File: src/rtl/adc_seq_pkg.sv
package adc_seq_pkg;
   typedef enum logic [1:0] {
      MODE_SINGLE = 2'd0,
      MODE_FREE   = 2'd1,
      MODE_AUTO   = 2'd2,
      MODE_SPARE  = 2'd3
   } conv_mode_e;

   localparam int unsigned MAX_CNT_W = 8;
endpackage

File: src/rtl/adc_seq_phase.sv
module adc_seq_phase (
   input  logic clk,
   input  logic rst_n,
   input  logic en_i,
   output logic ck2_o
);
   logic sub_q;

   always_ff @(posedge clk) begin
      if (!rst_n || !en_i) begin
         sub_q <= 1'b0;
         ck2_o <= 1'b0;
      end else begin
         sub_q <= ~sub_q;
         if (sub_q) ck2_o <= ~ck2_o;
      end
   end


   ck2_rst_chk: assert property (@(posedge clk) disable iff (!rst_n)
      !en_i |=> !ck2_o);
endmodule

File: src/rtl/adc_seq_plan.sv
module adc_seq_plan
   import adc_seq_pkg::*;
#(
   parameter int unsigned CNT_W         = 6,
   parameter int unsigned NORM_HC       = 26,
   parameter int unsigned LONG_HC       = 28,
   parameter int unsigned EXT_HC        = 50,
   parameter int unsigned AUTO_HC       = 27,
   parameter int unsigned NORM_SMP      = 3,
   parameter int unsigned LONG_SMP      = 5,
   parameter int unsigned EXT_SMP       = 27,
   parameter int unsigned AUTO_SMP      = 4,
   parameter bit          FREE_DIFF_LONG = 1'b1
) (
   input  logic             clk,
   input  logic             rst_n,
   input  logic             en_i,
   input  logic             start_i,
   input  logic             trigger_i,
   input  logic [1:0]       mode_i,
   input  logic             diff_i,
   input  logic             ck2_i,
   input  logic             busy_i,
   input  logic             done_i,
   output logic             launch_o,
   output logic [CNT_W-1:0] len_o,
   output logic [CNT_W-1:0] smp_o,
   output logic             ok_o
);
   localparam logic [CNT_W-1:0] L_NORM = CNT_W'(NORM_HC);
   localparam logic [CNT_W-1:0] L_LONG = CNT_W'(LONG_HC);
   localparam logic [CNT_W-1:0] L_EXT  = CNT_W'(EXT_HC);
   localparam logic [CNT_W-1:0] L_AUTO = CNT_W'(AUTO_HC);
   localparam logic [CNT_W-1:0] S_NORM = CNT_W'(NORM_SMP);
   localparam logic [CNT_W-1:0] S_LONG = CNT_W'(LONG_SMP);
   localparam logic [CNT_W-1:0] S_EXT  = CNT_W'(EXT_SMP);
   localparam logic [CNT_W-1:0] S_AUTO = CNT_W'(AUTO_SMP);

   logic ext_q, is_auto, is_free, req, chain, chain_long;

   assign is_auto  = (mode_i == MODE_AUTO);
   assign is_free  = (mode_i == MODE_FREE);
   assign req      = is_auto ? trigger_i : start_i;
   assign chain    = en_i && done_i && is_free;
   assign launch_o = (en_i && !busy_i && req) || chain;

   generate
      if (FREE_DIFF_LONG) begin : g_chain_long
         assign chain_long = diff_i;
      end else begin : g_chain_phase
         assign chain_long = diff_i && ck2_i;
      end
   endgenerate

   always_comb begin
      ok_o = 1'b1;
      if (ext_q) begin
         len_o = L_EXT;  smp_o = S_EXT;
      end else if (chain) begin
         len_o = chain_long ? L_LONG : L_NORM;
         smp_o = chain_long ? S_LONG : S_NORM;
      end else if (is_auto) begin
         len_o = L_AUTO; smp_o = S_AUTO;
         ok_o  = !diff_i;
      end else if (diff_i && ck2_i) begin
         len_o = L_LONG; smp_o = S_LONG;
      end else begin
         len_o = L_NORM; smp_o = S_NORM;
      end
   end

   always_ff @(posedge clk) begin
      if (!rst_n || !en_i) ext_q <= 1'b1;
      else if (launch_o)   ext_q <= 1'b0;
   end


   busy_ignore_chk: assert property (@(posedge clk) disable iff (!rst_n)
      busy_i && !done_i |-> !launch_o);

   ext_len_chk: assert property (@(posedge clk) disable iff (!rst_n)
      launch_o && $past(!en_i) |-> len_o == L_EXT);
endmodule

File: src/rtl/adc_seq_timer.sv
module adc_seq_timer #(
   parameter int unsigned CNT_W = 6
) (
   input  logic             clk,
   input  logic             rst_n,
   input  logic             en_i,
   input  logic             launch_i,
   input  logic [CNT_W-1:0] len_i,
   input  logic [CNT_W-1:0] smp_i,
   input  logic             ok_i,
   output logic             sample_o,
   output logic             busy_o,
   output logic             done_o,
   output logic             valid_o
);
   logic [CNT_W-1:0] hcnt_q, len_q, smp_q;
   logic             ok_q;

   assign done_o   = busy_o && (hcnt_q == len_q);
   assign sample_o = busy_o && (hcnt_q == smp_q);

   always_ff @(posedge clk) begin
      if (!rst_n) begin
         busy_o <= 1'b0;
         hcnt_q <= '0;
         len_q  <= '0;
         smp_q  <= '0;
         ok_q   <= 1'b0;
      end else if (!en_i) begin
         busy_o <= 1'b0;
         hcnt_q <= '0;
      end else if (launch_i) begin
         busy_o <= 1'b1;
         hcnt_q <= CNT_W'(1);
         len_q  <= len_i;
         smp_q  <= smp_i;
         ok_q   <= ok_i;
      end else if (busy_o) begin
         if (done_o) busy_o <= 1'b0;
         else        hcnt_q <= hcnt_q + 1'b1;
      end
   end

   always_ff @(posedge clk) begin
      if (!rst_n)      valid_o <= 1'b0;
      else if (done_o) valid_o <= ok_q;
   end


   done_pulse_chk: assert property (@(posedge clk) disable iff (!rst_n)
      done_o |=> !done_o);

   busy_hold_chk: assert property (@(posedge clk) disable iff (!rst_n)
      busy_o && !done_o && en_i |=> busy_o);

   abort_chk: assert property (@(posedge clk) disable iff (!rst_n)
      !en_i |=> !busy_o && !done_o && !sample_o);

   valid_upd_chk: assert property (@(posedge clk) disable iff (!rst_n)
      !$stable(valid_o) |-> $past(done_o));

   strobe_excl_chk: assert property (@(posedge clk) disable iff (!rst_n)
      $onehot0({sample_o, done_o}));
endmodule

File: src/rtl/adc_seq_top.sv
module adc_seq_top
   import adc_seq_pkg::*;
#(
   parameter int unsigned CNT_W          = 6,
   parameter int unsigned NORM_HC        = 26,
   parameter int unsigned LONG_HC        = 28,
   parameter int unsigned EXT_HC         = 50,
   parameter int unsigned AUTO_HC        = 27,
   parameter int unsigned NORM_SMP       = 3,
   parameter int unsigned LONG_SMP       = 5,
   parameter int unsigned EXT_SMP        = 27,
   parameter int unsigned AUTO_SMP       = 4,
   parameter bit          FREE_DIFF_LONG = 1'b1
) (
   input  logic       clk,
   input  logic       rst_n,
   input  logic       enable_i,
   input  logic       start_i,
   input  logic       trigger_i,
   input  logic [1:0] mode_i,
   input  logic       diff_i,
   output logic       sample_o,
   output logic       busy_o,
   output logic       done_o,
   output logic       valid_o
);
   localparam int unsigned CNT_MAX = (1 << CNT_W) - 1;

   generate
      if (CNT_W < 2 || CNT_W > MAX_CNT_W)
         $error("adc_seq_top: CNT_W out of range");
      if (EXT_HC > CNT_MAX || LONG_HC > CNT_MAX || NORM_HC > CNT_MAX || AUTO_HC > CNT_MAX)
         $error("adc_seq_top: a conversion length exceeds the counter");
      if (EXT_SMP >= EXT_HC || LONG_SMP >= LONG_HC || NORM_SMP >= NORM_HC || AUTO_SMP >= AUTO_HC)
         $error("adc_seq_top: a strobe point is not inside its conversion");
      if (EXT_SMP == 0 || LONG_SMP == 0 || NORM_SMP == 0 || AUTO_SMP == 0)
         $error("adc_seq_top: strobe points start at cycle 1");
   endgenerate

   logic             ck2, launch, ok;
   logic [CNT_W-1:0] len, smp;

   adc_seq_phase i_phase (
      .clk   (clk),
      .rst_n (rst_n),
      .en_i  (enable_i),
      .ck2_o (ck2)
   );

   adc_seq_plan #(
      .CNT_W(CNT_W), .NORM_HC(NORM_HC), .LONG_HC(LONG_HC), .EXT_HC(EXT_HC),
      .AUTO_HC(AUTO_HC), .NORM_SMP(NORM_SMP), .LONG_SMP(LONG_SMP),
      .EXT_SMP(EXT_SMP), .AUTO_SMP(AUTO_SMP), .FREE_DIFF_LONG(FREE_DIFF_LONG)
   ) i_plan (
      .clk       (clk),
      .rst_n     (rst_n),
      .en_i      (enable_i),
      .start_i   (start_i),
      .trigger_i (trigger_i),
      .mode_i    (mode_i),
      .diff_i    (diff_i),
      .ck2_i     (ck2),
      .busy_i    (busy_o),
      .done_i    (done_o),
      .launch_o  (launch),
      .len_o     (len),
      .smp_o     (smp),
      .ok_o      (ok)
   );

   adc_seq_timer #(.CNT_W(CNT_W)) i_timer (
      .clk      (clk),
      .rst_n    (rst_n),
      .en_i     (enable_i),
      .launch_i (launch),
      .len_i    (len),
      .smp_i    (smp),
      .ok_i     (ok),
      .sample_o (sample_o),
      .busy_o   (busy_o),
      .done_o   (done_o),
      .valid_o  (valid_o)
   );
endmodule

File: config.mk
export PLATFORM = sky130hd
export DESIGN_NAME = adc_seq_top
export DESIGN_NICKNAME = d
export VERILOG_FILES = /design/src/rtl/adc_seq_pkg.sv /design/src/rtl/adc_seq_phase.sv /design/src/rtl/adc_seq_plan.sv /design/src/rtl/adc_seq_timer.sv /design/src/rtl/adc_seq_top.sv
export SDC_FILE = /design/constraint.sdc
export NUM_CORES = 1
export LEC_CHECK = 0
export ABC_AREA = 1
export BUFFER_PORTS_ARGS = -buffer_cell sky130_fd_sc_hd__buf_2
export CORE_MARGIN = 1.5
export CORE_UTILIZATION = 60
export CTS_BUF_LIST = sky130_fd_sc_hd__clkbuf_4 sky130_fd_sc_hd__clkbuf_8 sky130_fd_sc_hd__clkbuf_16
export DETAILED_ROUTE_END_ITERATION = 6
export PLACE_DENSITY = 0.9
export SETUP_SLACK_MARGIN = 0.15
export SYNTH_ARGS = -nofsm -noshare
export SYNTH_HDL_FRONTEND = slang
export SYNTH_SLANG_ARGS = --single-unit
File: constraint.sdc
create_clock -name clk -period 2.75 [get_ports clk]
set_input_delay 0.55 -clock clk [delete_from_list [all_inputs] [get_ports clk]]
set_output_delay 0.55 -clock clk [all_outputs]
set_load 0.01 [all_outputs]
==> insert_results.sql <==
INSERT INTO impl_metrics (metric_group, metric, value, unit) VALUES
('final_layout', 'antennaDiodeCount', '0', ''),
('logic_synthesis', 'share_of_synthesized_area_occupied_by_flip_flops_and_latches', '38.75', '%'),
('die', 'core', '1708', 'µm²'),
('global_route', 'via_count_of_the_first_global_routing_pass', '924', ''),
('global_route', 'initial_antenna_violation_count', '0', ''),
('critical_path', 'regToRegSetupSlack', '1.12', 'ns'),
('critical_path', 'cpMaxStageDelayCell', 'sky130_fd_sc_hd__dfxtp_1', ''),
('timing', 'final-max-slew-violation-count', '0', ''),
('drt', 'detail_route.iter0.violations', '8', ''),
('place', 'gp_congestion', '0.8790', ''),
('drt', 'drt_wl_total', '2200', 'µm'),
('global_route', 'grt_first_pass_wirelength', '3629', 'µm'),
('die', 'floorplan.initialDensity', '63.52', '%'),
('drt', 'avgViaCountPerCell', '5.184', ''),
('timing', 'number_of_failing_hold_endpoints_at_the_final_stage', '0', ''),
('logic_synthesis', 'syn-mean-instance-area', '7.184', 'µm²'),
('critical_path', 'crit_top_cell', 'sky130_fd_sc_hd__nor2_1', ''),
('timing', 'setup_violations', '0', ''),
('clocking', 'cts_root_buffer', 'sky130_fd_sc_hd__clkbuf_4', ''),
('power_and_ir_drop', 'pwr-share-seq', '58.8', '%'),
('critical_path', 'crit_chain', 'inv_1, nor2_1, nand2_1, nor2_1, o211ai_1, a211oi_1, buf_2', ''),
('logic_synthesis', 'synth.ff_latch_count', '21', ''),
('critical_path', 'critPathLaunch', 'i_timer.busy_o$_SDFF_PN0_', ''),
('clocking', 'htreeDepth', '1', ''),
('critical_path', 'r2r_end', 'i_timer.ok_q$_SDFFE_PN0P_', ''),
('timing', 'min_hold_slack', '0.4398', 'ns'),
('clocking', 'post_cts_resized', '0', ''),
('logic_synthesis', 'mappedNetlistArea', '1085', 'µm²'),
('final_layout', 'layout.filler_cells', '145', ''),
('power_and_ir_drop', 'switching_share', '28.21', '%'),
('critical_path', 'critical-path-max-stage-delay', '0.50', 'ns'),
('clocking', 'maximum_root_to_sink_buffer_count', '2', ''),
('run', 'maxCapViolations', '0', ''),
('critical_path', 'critical_path.max_fanout', '6', ''),
('die', 'ios', '12', ''),
('drt', 'drc', '0', ''),
('logic_synthesis', 'synth_area_leaders', 'sky130_fd_sc_hd__dfxtp_1, sky130_fd_sc_hd__nand2_1, sky130_fd_sc_hd__inv_1, sky130_fd_sc_hd__a21oi_1, sky130_fd_sc_hd__nand3_1', ''),
('die', 'die-width', '45.52', 'µm'),
('timing', 'finalWorstPathRequiredPeriod', '2.150', 'ns'),
('power_and_ir_drop', 'combPwrFrac', '15.5', '%'),
('drt', 'drt_first_pass_iters', '4', ''),
('timing', 'post-route-period-util', '78.19', '%'),
('logic_synthesis', 'synth_warnings', '0', ''),
('critical_path', 'reg2reg_depth', '11', ''),
('timing', 'slew-limit-headroom', '71.38', '%'),
('timing', 'fin_worst_skew', '0.001831', 'ns'),
('outcome', 'status', 'complete, no violations', ''),
('worst_hold_path', 'worst_hold_startpoint', 'i_phase.sub_q$_SDFF_PN0_', ''),
('power_and_ir_drop', 'intPower', '405.9', 'µW'),
('worst_hold_path', 'whs_path_depth', '1', ''),
('drt', 'routed_wire_length_per_instance', '11.58', 'µm'),
('power_and_ir_drop', 'power.switching', '159.5', 'µW'),
('power_and_ir_drop', 'power.total', '565.4', 'µW'),
('timing', 'setup_total_negative_slack', '0', 'ns'),
('final_layout', 'post_layout_nonfiller_instances', '190', ''),
('power_and_ir_drop', 'power_leakage', '0.0005424', 'µW'),
('critical_path', 'regToRegStartpoint', 'i_timer.hcnt_q[0]$_SDFFE_PN0P_', ''),
('final_layout', 'design.final.nets', '175', ''),
('power_and_ir_drop', 'peakVddDrop', '0.0003926', 'V'),
('place', 'portBuffers', '11', ''),
('clocking', 'clock_latency_at_the_later_pin_of_the_worst_skew_pair', '0.30', 'ns'),
('clocking', 'cts_post_setup_buffers_inserted', '0', ''),
('place', 'numPlacedInstances', '186', ''),
('die', 'chipHeight', '45.52', 'µm'),
('final_layout', 'synthToLayoutAreaGrowth', '9.112', '%'),
('critical_path', 'crit_arrival', '1.60', 'ns'),
('logic_synthesis', 'number_of_unique_standard_cell_types_used_by_synthesis', '27', ''),
('global_route', 'largest_net_degree_at_the_start_of_global_routing', '17', ''),
('drt', 'postRouteAntennaNets', '0', ''),
('worst_hold_path', 'timing.hold.worst.class', 'reg2reg', ''),
('final_layout', 'drive_gt1_share', '16.36', '%');
layout by cell type, fill, tap and decap left out, drive strengths merged, types with 2 or more instances in the layout:
| cell | instances |
|---|---|
| xnor2 | 3 |
| a21oi | 14 |
| buf | 11 |
| nor3b | 2 |
| nor2 | 14 |
| nand2 | 40 |
| inv | 23 |
| clkbuf | 3 |
| nand3 | 12 |
| xor2 | 2 |
| o21ai | 11 |
| dfxtp | 21 |
worst max-delay path by stage:
stage | endpoint | slack, ns | cells past startpoint
6_report | sample_o | 0.60 | 7
5_1_grt | sample_o | 0.48 | 7
4_1_cts | sample_o | 0.60 | 7
3_5_place_dp | i_timer.ok_q$_SDFFE_PN0P_ | 0.88 | 10
3_3_place_gp | sample_o | 0.96 | 7
2_1_floorplan | sample_o | 1.00 | 6
cell type report:
type / instances / area, µm² / share of cell area, %
inverter: 23 / 86.33 / 7.294
multi-input combinational: 106 / 563.0 / 47.57
clock buffer: 3 / 22.52 / 1.903
sequential: 21 / 420.4 / 35.52
timing repair buffer: 11 / 55.05 / 4.651
tap: 25 / 31.28 / 2.643
clock inverter: 1 / 5.005 / 0.4228
kinds of logic after synthesis:
group | synth area share [%]
and+or+nand+nor | 31.83
AOI/OAI and AO/OA | 14.88
buffers and inverters | 9.342
DFF | 38.75
xor gates and xnor gates | 4.038
adders and majority gates | 1.153
sequential cells by signal, summed over array words and instances, names as in the netlist:
name             cells
i_timer.ok_q         1
i_timer.hcnt_q       6
i_plan.ext_q         1
i_timer.len_q        5
i_timer.busy_o       1
i_phase.sub_q        1
i_phase.ck2_o        1
i_timer.valid_o      1
i_timer.smp_q        4
layer usage:
layer  track usage, %  share of wire (%)
met3            5.952                2.0
met4            7.647                1.1
met1            28.78                 46
met2            42.25                 51
met5                0                  0
power by group through the flow:
| stage | Clock (µW) | Combinational (µW) | Sequential [µW] |
|---|---|---|---|
| finish | 146 | 87.6 | 332 |
| global route | 165 | 97.4 | 334 |
| CTS | 148 | 87.7 | 332 |
| detailed placement | 0 | 87.6 | 339 |
| global placement | 0 | 84.2 | 338 |
| floorplan | 0 | 69.4 | 335 |
stage by stage:
stage | area [µm²] | util (%) | worst slack, ns
5_1_grt | 1184 | 69.30 | 0.4797
6_report | 1184 | 69.30 | 0.5997
3_5_place_dp | 1156 | 67.69 | 0.8763
2_1_floorplan | 1085 | - | 1.001
3_3_place_gp | 1156 | 67.69 | 0.9599
4_1_cts | 1184 | 69.30 | 0.5960
synth_stat cells (all sizes together):
cell      n
nand2    40
inv      23
dfxtp    21
a21oi    14
nor2     14
nand3    12
o21ai    11
xnor2     3
nor3b     2
xor2      2
a211oi    1
buf       1
ha        1
nand4     1
nor4      1
o2111ai   1
o211ai    1
o22ai     1
or2       1
critical path: cells and delay by family (launching register included):
family	cells	cell delay (ns)
flip-flops	1	0.50
buffers and inverters	2	0.28
AND/OR/NAND/NOR	3	0.27
AO/OA/AOI/OAI	2	0.26
(Power assumes the default switching activity.)
